<file path="config.mk">
export PLATFORM = sky130hd
export DESIGN_NAME = alu_tl_datapath
export DESIGN_NICKNAME = d
export VERILOG_FILES = /design/src/rtl/alu_dp_pkg.sv /design/src/rtl/alu_core.sv /design/src/rtl/l_shifter.sv /design/src/rtl/alu_tl_datapath.sv
export SDC_FILE = /design/constraint.sdc
export NUM_CORES = 1
export LEC_CHECK = 0
export BUFFER_PORTS_ARGS = -buffer_cell sky130_fd_sc_hd__buf_2
export CORE_AREA = 3 3 142 144
export CTS_CLUSTER_SIZE = 10
export DETAILED_ROUTE_END_ITERATION = 16
export DIE_AREA = 0 0 145 147
export PLACE_DENSITY_LB_ADDON = 0.12
export SLEW_MARGIN = 5
export SYNTH_ARGS = -nofsm -noshare
export SYNTH_HDL_FRONTEND = slang
export SYNTH_SLANG_ARGS = --single-unit
</file>
<file path="constraint.sdc">
create_clock -name clk_i -period 4.7 [get_ports clk_i]
set_input_delay 0.235 -clock clk_i [delete_from_list [all_inputs] [get_ports clk_i]]
set_output_delay 0.235 -clock clk_i [all_outputs]
set_load 0.02 [all_outputs]
</file>
<file path="src/rtl/alu_dp_pkg.sv">
package alu_dp_pkg;

  typedef enum logic [3:0] {
    FN_PASS_BUS = 4'd0,
    FN_PASS_T   = 4'd1,
    FN_OR       = 4'd2,
    FN_AND      = 4'd3,
    FN_XOR      = 4'd4,
    FN_INC      = 4'd5,
    FN_DEC      = 4'd6,
    FN_ADD      = 4'd7,
    FN_SUB      = 4'd8,
    FN_SUB_DEC  = 4'd9,
    FN_ADD_INC  = 4'd10,
    FN_ADD_SKIP = 4'd11,
    FN_AND_ALT  = 4'd12,
    FN_AND_NOT  = 4'd13,
    FN_RSV_E    = 4'd14,
    FN_RSV_F    = 4'd15
  } alu_fn_e;

  typedef enum logic [1:0] {
    SH_PASS  = 2'd0,
    SH_LEFT  = 2'd1,
    SH_RIGHT = 2'd2,
    SH_SWAP  = 2'd3
  } shift_op_e;

  // T load source: 1 = ALU result, 0 = bus
  function automatic logic t_from_alu(alu_fn_e fn);
    case (fn)
      FN_PASS_BUS, FN_OR, FN_INC, FN_DEC,
      FN_ADD_INC, FN_ADD_SKIP, FN_AND_ALT: t_from_alu = 1'b1;
      default:                             t_from_alu = 1'b0;
    endcase
  endfunction

endpackage

</file>
<file path="src/rtl/alu_core.sv">
module alu_core
  import alu_dp_pkg::*;
#(
  parameter int WIDTH = 16
) (
  input  logic             clk_i,
  input  logic             rst_ni,
  input  alu_fn_e          fn_i,
  input  logic [WIDTH-1:0] bus_i,
  input  logic [WIDTH-1:0] t_i,
  input  logic             skip_i,
  output logic [WIDTH-1:0] res_o,
  output logic             carry_o
);

  logic [WIDTH-1:0] add_b;
  logic             add_cin;
  logic             is_arith;
  logic [WIDTH:0]   sum;
  logic [WIDTH-1:0] logic_res;

  always_comb begin
    add_b     = '0;
    add_cin   = 1'b0;
    is_arith  = 1'b1;
    logic_res = '0;
    case (fn_i)
      FN_PASS_BUS: begin is_arith = 1'b0; logic_res = bus_i;          end
      FN_PASS_T:   begin is_arith = 1'b0; logic_res = t_i;            end
      FN_OR:       begin is_arith = 1'b0; logic_res = bus_i | t_i;    end
      FN_AND,
      FN_AND_ALT:  begin is_arith = 1'b0; logic_res = bus_i & t_i;    end
      FN_XOR:      begin is_arith = 1'b0; logic_res = bus_i ^ t_i;    end
      FN_AND_NOT:  begin is_arith = 1'b0; logic_res = bus_i & ~t_i;   end
      FN_INC:      add_cin = 1'b1;
      FN_DEC:      add_b   = '1;
      FN_ADD:      add_b   = t_i;
      FN_ADD_INC:  begin add_b = t_i;  add_cin = 1'b1; end
      FN_SUB:      begin add_b = ~t_i; add_cin = 1'b1; end
      FN_SUB_DEC:  add_b   = ~t_i;
      FN_ADD_SKIP: add_cin = ~skip_i;
      default:     is_arith = 1'b0;  // reserved codes: zero
    endcase
  end

  assign sum     = {1'b0, bus_i} + {1'b0, add_b} + {{WIDTH{1'b0}}, add_cin};
  assign res_o   = is_arith ? sum[WIDTH-1:0] : logic_res;
  assign carry_o = is_arith & sum[WIDTH];

  // reserved codes give zero and no carry
  a_r4_reserved_zero: assert property (@(posedge clk_i) disable iff (!rst_ni)
    (fn_i == FN_RSV_E || fn_i == FN_RSV_F) |-> (res_o == '0 && !carry_o));

  // skip set passes the bus through
  a_r3_skip_pass: assert property (@(posedge clk_i) disable iff (!rst_ni)
    (fn_i == FN_ADD_SKIP && skip_i) |-> (res_o == bus_i && !carry_o));

  // logic functions never carry
  a_r1_logic_no_carry: assert property (@(posedge clk_i) disable iff (!rst_ni)
    (fn_i inside {FN_PASS_BUS, FN_PASS_T, FN_OR, FN_AND, FN_XOR, FN_AND_ALT, FN_AND_NOT})
    |-> !carry_o);

endmodule

</file>
<file path="src/rtl/l_shifter.sv">
module l_shifter
  import alu_dp_pkg::*;
#(
  parameter int WIDTH = 16
) (
  input  logic             clk_i,
  input  logic             rst_ni,
  input  shift_op_e        op_i,
  input  logic [WIDTH-1:0] l_i,
  output logic [WIDTH-1:0] sh_o,
  output logic             neg_o,
  output logic             zero_o
);

  localparam int HALF = WIDTH / 2;

  always_comb begin
    case (op_i)
      SH_LEFT:  sh_o = {l_i[WIDTH-2:0], 1'b0};
      SH_RIGHT: sh_o = {1'b0, l_i[WIDTH-1:1]};
      SH_SWAP:  sh_o = {l_i[HALF-1:0], l_i[WIDTH-1:HALF]};
      default:  sh_o = l_i;
    endcase
  end

  assign neg_o  = sh_o[WIDTH-1];
  assign zero_o = ~|sh_o;

  // fill bits are zero, rotation keeps the bit count
  a_r10_left_fill: assert property (@(posedge clk_i) disable iff (!rst_ni)
    (op_i == SH_LEFT) |-> (sh_o[0] == 1'b0 && sh_o[WIDTH-1] == l_i[WIDTH-2]));
  a_r10_right_fill: assert property (@(posedge clk_i) disable iff (!rst_ni)
    (op_i == SH_RIGHT) |-> (sh_o[WIDTH-1] == 1'b0 && sh_o[0] == l_i[1]));
  a_r10_swap_count: assert property (@(posedge clk_i) disable iff (!rst_ni)
    (op_i == SH_SWAP) |-> ($countones(sh_o) == $countones(l_i)));
  // zero flag agrees with the negative flag
  a_r11_zero_not_neg: assert property (@(posedge clk_i) disable iff (!rst_ni)
    zero_o |-> !neg_o);

endmodule

</file>
<file path="src/rtl/alu_tl_datapath.sv">
module alu_tl_datapath
  import alu_dp_pkg::*;
#(
  parameter int WIDTH = 16
) (
  input  logic             clk_i,
  input  logic             rst_ni,
  input  logic [3:0]       aluf_i,
  input  logic [WIDTH-1:0] bus_i,
  input  logic             bus_drive_i,
  input  logic             skip_i,
  input  logic             load_t_i,
  input  logic             load_l_i,
  input  logic [1:0]       shift_op_i,
  output logic [WIDTH-1:0] alu_o,
  output logic             carry_o,
  output logic [WIDTH-1:0] t_o,
  output logic [WIDTH-1:0] l_o,
  output logic             carry_q_o,
  output logic [WIDTH-1:0] shift_o,
  output logic             shift_neg_o,
  output logic             shift_zero_o
);

  localparam logic [WIDTH-1:0] BUS_OPEN = '1;  // wired-AND idle value

  alu_fn_e          fn;
  logic [WIDTH-1:0] bus_eff;
  logic [WIDTH-1:0] t_q, l_q;
  logic             cy_q;

  assign fn      = alu_fn_e'(aluf_i);
  assign bus_eff = bus_drive_i ? bus_i : BUS_OPEN;

  alu_core #(.WIDTH(WIDTH)) u_core (
    .clk_i   (clk_i),
    .rst_ni  (rst_ni),
    .fn_i    (fn),
    .bus_i   (bus_eff),
    .t_i     (t_q),
    .skip_i  (skip_i),
    .res_o   (alu_o),
    .carry_o (carry_o)
  );

  always_ff @(posedge clk_i or negedge rst_ni) begin
    if (!rst_ni) begin
      t_q  <= '0;
      l_q  <= '0;
      cy_q <= 1'b0;
    end else begin
      if (load_t_i) t_q <= t_from_alu(fn) ? alu_o : bus_eff;
      if (load_l_i) begin
        l_q  <= alu_o;
        cy_q <= carry_o;
      end
    end
  end

  l_shifter #(.WIDTH(WIDTH)) u_shift (
    .clk_i  (clk_i),
    .rst_ni (rst_ni),
    .op_i   (shift_op_e'(shift_op_i)),
    .l_i    (l_q),
    .sh_o   (shift_o),
    .neg_o  (shift_neg_o),
    .zero_o (shift_zero_o)
  );

  assign t_o       = t_q;
  assign l_o       = l_q;
  assign carry_q_o = cy_q;

  a_r6_t_hold: assert property (@(posedge clk_i) disable iff (!rst_ni)
    !load_t_i |=> $stable(t_o));
  a_r7_l_load: assert property (@(posedge clk_i) disable iff (!rst_ni)
    load_l_i |=> (l_o == $past(alu_o)));
  a_r7_l_hold: assert property (@(posedge clk_i) disable iff (!rst_ni)
    !load_l_i |=> $stable(l_o));
  a_r8_carry_load: assert property (@(posedge clk_i) disable iff (!rst_ni)
    load_l_i |=> (carry_q_o == $past(carry_o)));
  a_r8_carry_hold: assert property (@(posedge clk_i) disable iff (!rst_ni)
    !load_l_i |=> $stable(carry_q_o));
  a_r9_open_bus: assert property (@(posedge clk_i) disable iff (!rst_ni)
    (!bus_drive_i && aluf_i == 4'd0) |-> (alu_o == BUS_OPEN));
  a_r4_t_from_bus: assert property (@(posedge clk_i) disable iff (!rst_ni)
    (load_t_i && aluf_i >= 4'd14) |=> (t_o == $past(bus_eff)));

endmodule

</file>
After elaboration in Yosys (flattened, before gate mapping) --
Cells that the tools add are included.
Cells by class: add/sub/neg operators 2, eq/ne operators 16, muxes and demuxes 10, bitwise gates (word level) 7, reduce and logical (&&, ||, !) cells 9
Operators with widths (number):
- 16-bit case mux with 3 select lines | 2
- 16-bit case mux with 6 select lines | 1
- 16-bit 2-to-1 mux | 3
- 16-bit bitwise AND | 2
- 4-bit == test, second input constant | 6
- 16-bit by 16-bit adder with 17-bit output | 1
- 17-bit by 1-bit adder with 17-bit output | 1
- 4-bit by 3-bit == test with 1-bit output, second input constant | 4
- 16-bit NOT | 1
- 16-bit bitwise OR | 1
- 16-bit OR reduction | 1
- 16-bit bitwise XOR | 1
- 7-bit OR reduction | 2
- 4-bit by 2-bit == test with 1-bit output, second input constant | 2
- 2-bit OR reduction | 3
- 2-bit == test, second input constant | 2
- 4-bit by 1-bit == test with 1-bit output, second input constant | 1
- 4-bit logical NOT | 1
- 1-bit 2-to-1 mux | 3
- 3-bit OR reduction | 1
- 2-bit by 1-bit == test with 1-bit output, second input constant | 1
- 1-bit case mux with 2 select lines | 1
- 1-bit bitwise AND | 1
- 1-bit logical NOT | 1
- 1-bit NOT | 1
Storage, ports and cells: bits in registers 33, input bits 28, output and inout port bits 68

Depth between registers and ports, before layout --
word-level depth 7, depth in mapped cells 16

Modules after synthesis --
From an unflattened synthesis, not the netlist that was laid out.
Second synthesis, totals: cell total of the unflattened synthesis 518, area, all modules 4275.4 um2
Modules (own cells, without submodules):
- alu_core | instances 1, cells an instance 336, area an instance 2187.1 um2
- alu_tl_datapath | instances 1, cells an instance 152, area an instance 1606.5 um2
- l_shifter | instances 1, cells an instance 30, area an instance 481.7 um2

Worst setup path after synthesis --
Ideal clock, no wire load.
path type in2reg, from input aluf_i[2], to register cy_q, in the netlist carry_q_o, setup time 0.067 ns, arrival time 3.359 ns, slack 1.274 ns, stages 15, buffers on the path 3, path through buf_6 > and2b_4 > buf_4 > clkbuf_1 > a21oi_1 > o22ai_1 > a21oi_1 > fa_1 > fa_1 > nor2b_1 > o21bai_1 > a32oi_1 > nand2_1 > a31oi_1 > mux2_2
On the way: cells in the longest elaborated chain, start to end 6
RTL lines:
- from (decl) | RTL line alu_tl_datapath.sv:8 | input logic [3:0] aluf_i,
- 4-bit == test / 4-bit by 3-bit == test with 1-bit output (equally long branches) | RTL line alu_core.sv:27 | case (fn_i)
- 2-bit OR reduction (no line)
- 16-bit case mux with 3 select lines | RTL line alu_core.sv:27
- 16-bit by 16-bit adder with 17-bit output | RTL line alu_core.sv:46 | assign sum = {1'b0, bus_i} + {1'b0, add_b} + {{WIDTH{1'b0}}, add_cin};
- 17-bit by 1-bit adder with 17-bit output | RTL line alu_core.sv:46
- 1-bit bitwise AND * | RTL line alu_core.sv:48 | assign carry_o = is_arith & sum[WIDTH];
- named net carry_o | RTL line alu_tl_datapath.sv:16 | output logic carry_o,
- to (signal assigned) | RTL line alu_tl_datapath.sv:55 | cy_q <= carry_o;
- to (decl) | RTL line alu_tl_datapath.sv:30 | logic cy_q;
Mark *: on every way through the listed nets, which the timed path passes. The rest lies on a longest branch. A chain may end at the register's enable or synchronous reset.

Worst setup path in the final report --
from input aluf_i[3], to output alu_o[8]
On the way: cells in the longest elaborated chain, start to end 6
RTL lines:
- 4-bit == test / 4-bit by 3-bit == test with 1-bit output (equally long branches) | RTL line alu_core.sv:27
- 2-bit OR reduction (no line)
- 16-bit case mux with 3 select lines | RTL line alu_core.sv:27
- 16-bit by 16-bit adder with 17-bit output | RTL line alu_core.sv:46
- 17-bit by 1-bit adder with 17-bit output | RTL line alu_core.sv:46
- 16-bit 2-to-1 mux * | RTL line alu_core.sv:47 | assign res_o = is_arith ? sum[WIDTH-1:0] : logic_res;
- to (decl) | RTL line alu_tl_datapath.sv:15 | output logic [WIDTH-1:0] alu_o,
Every way passes the cells marked *; elsewhere a longest branch is shown, timed or not.

==> impl_metrics.py <==
metrics = {
    "placed_design": {
        "placed_cells_incl_taps": 907,
        "post-dp-hpwl_um": 13900,
        "place_congestion": 0.880,
        "preCtsSetupSlack_ps": 949,
        "place_area_um2": 5200,
        "portBuffers": 95,
    },
    "setup_path": {
        "crit_type": "input pin to primary output",
        "reg2reg_slack_ps": 1330,
        "worstPathRequired_ps": 4470,
        "end_kind": "primary output",
        "r2r_start": "t_o[0]",
        "reg2reg_depth": 11,
        "critical_path.reg2reg.endpoint": "l_o[8]",
        "critPathLaunchType": "input pin",
        "cp.arrival_ps": 3550,
        "crit_fanout": 21,
    },
    "layout": {
        "filler_cell_count": 2099,
        "layout-drive-gt1-share": 0.235,
        "fin_cells": 915,
        "utilization": 0.284,
        "final_cell_area_um2": 5340,
        "layout.nets": 715,
        "antenna_cells": 0,
        "areaGrowthSynthToFinish_pct": 17.2,
    },
    "cts": {
        "cts_tree": "built",
        "cts-hold-fix-buffers": 0,
        "post_cts_buffers": 0,
        "cts-buffers-inserted": 5,
        "cts.reportedPaths.clkPinSlew_ps": 70,
        "clockBufferDepth": 2,
        "h-tree-depth": 2,
        "clock-sinks": 33,
        "clock_latency_ps": 300,
        "cts_resized": 0,
        "clk_root_buffer_cell": "clkbuf_16",
    },
    "synthesis": {
        "yosysUniqueCellTypes": 76,
        "ys_seq_elements": 33,
        "syn_area_per_cell_um2": 7.79,
        "async_flop_share": 1.00,
        "netlist_top_cells_area": "dfrtp_1, ha_1, mux4_2",
        "syn_nets": 646,
        "yosys_warnings": 0,
        "synth_top_cell_area_share": 0.181,
        "ys_seq_area_frac": 0.181,
        "yosys.area.top_type": "dfrtp_1",
        "syn_area_um2": 4560,
        "synthFlopType": "dfrtp_1",
        "synthCells": 585,
        "synth_edf_count": 0,
    },
    "route": {
        "avgRoutedWirePerCell_um": 20.5,
        "wirelength_um": 18800,
        "drt.antenna.violating_nets": 0,
        "post-route-drc-count": 0,
        "route.met3.wl_um": 1140,
        "drtIter0Drc": 323,
        "via_count": 5010,
        "viasPerCell": 5.48,
        "top_layer_used": "met4",
        "wl_met2_um": 8090,
        "routedLengthMet1_um": 9050,
        "drt_pre_antenna_iters": 7,
    },
    "global_routing": {
        "antenna_found_initial": 0,
        "overflow": 0,
        "grt_pass1_vias": 4876,
        "grt_pass1_wl_um": 28900,
        "grt_max_degree": 34,
        "grtUsageTotal": 0.170,
    },
    "floorplanning": {
        "die_area_um2": 21300,
        "die_y_um": 147,
        "die_x_um": 145,
        "initial_core_util": 0.242,
        "coreArea_um2": 18800,
        "io-pin-count": 96,
        "row_count": 50,
    },
    "timing": {
        "rsz0062_at_grt": "no",
        "hold_violations": 0,
        "setup_viol": 0,
        "setup_ws_ps": 918,
        "whs_ps": 58.0,
        "fin_skew_ps": 14.7,
        "fin_setup_tns_ps": 0,
        "drv_slew": 0,
        "worst_slew_pin_slew_ps": 1240,
        "final.min_clock_period_ps": 3780,
        "period_share": 0.805,
        "max_freq_ghz": 0.264,
        "timing.slew.headroom": 0.171,
    },
    "power": {
        "total_power_mw": 1.87,
        "p_per_area_nw_per_um2": 350,
        "p_leak_nw": 2.42,
        "ir_drop_mv": 0.140,
    },
    "min_path": {
        "holdCritPathClass": "input pin to asynchronous set/reset pin",
    },
    "run_status": {
        "status": "completed",
    },
    "flow_run": {
        "cap_viol_max_count": 0,
    },
}
-- cell usage after synthesis (6+ instances only) --
cell and n:
a21o_1 7, a21oi_1 41, a221o_1 6, a221oi_1 6, a2bb2oi_1 6, a31oi_1 8, and3_1 8, buf_2 13
clkbuf_1 17, dfrtp_1 33, ha_1 31, inv_1 49, mux2_2 6, mux2i_1 6, mux4_2 14, nand2_1 42
nand2b_1 11, nand3_1 19, nor2_1 43, nor2b_1 15, o21a_1 8, o21ai_0 61, o22ai_1 24
-- where the power goes --
group | internal, mW | switching, mW
clock | 0.195 | 0.154
combinational | 0.401 | 0.667
sequential | 0.343 | 0.113
-- layout by cell type (no fill, tap or decap), types with 7 or more instances in the layout --
master / n
nand3_1: 19
nor2b_1: 14
o22ai_1: 24
a21o_1: 7
dfrtp_1: 33
mux4_2: 14
ha_1: 31
buf_2: 95
nand2b_1: 11
and3_1: 8
o21a_1: 8
nor2_1: 43
o21ai_0: 61
nand2_1: 42
buf_4: 10
a21oi_1: 41
inv_1: 49
a31oi_1: 8
-- cells by family (layout without fill, tap and decap cells) --
logic type	after synthesis	after routing	share of synthesized area
xor gates and xnor gates	4	4	0.00769
muxes	29	29	0.105
buffers and inverters	93	163	0.0928
adders and majority gates	33	33	0.0939
AOI/OAI and AO/OA	221	221	0.328
DFF	33	33	0.181
and+or+nand+nor	172	172	0.192
-- final cells by class --
type / instances / area [um2] / area share
inverters: 50 / 188 / 0.0351
clock buffers: 5 / 125 / 0.0234
clock inverters: 3 / 17.5 / 0.00328
well taps: 260 / 325 / 0.0609
multi-input cells: 459 / 3310 / 0.620
repair buffers: 105 / 551 / 0.103
flip-flops and latches: 33 / 826 / 0.155
-- worst max-delay path by stage --
stage,from,to,slack (ps),cells past startpoint
3_3_place_gp,aluf_i[1],alu_o[14],950,14
6_report,aluf_i[3],alu_o[8],920,13
4_1_cts,aluf_i[3],alu_o[14],930,14
3_5_place_dp,aluf_i[3],alu_o[14],950,14
2_1_floorplan,aluf_i[2],carry_q_o,1270,15
5_1_grt,aluf_i[3],alu_o[14],690,14
-- metal layers --
layer	vias to the layer above	track usage
met3	30	0.0315
met5	-	0
li1	2330	-
met4	0	0.0546
met2	210	0.261
met1	2440	0.243
-- registers in the layout (all words and copies together) (netlist names) --
name       cells
t_o           16
carry_q_o      1
l_o           16
-- critical path, stage by stage --
cell	delay (ps)
buf_2	190
and2b_4	450
a21oi_1	70
o22ai_1	140
a21oi_1	110
fa_1	460
fa_1	420
nor2b_1	180
o21bai_1	150
a32oi_1	510
xor2_1	240
a21o_1	180
buf_2	180
Power figures use the tool's default switching activity.
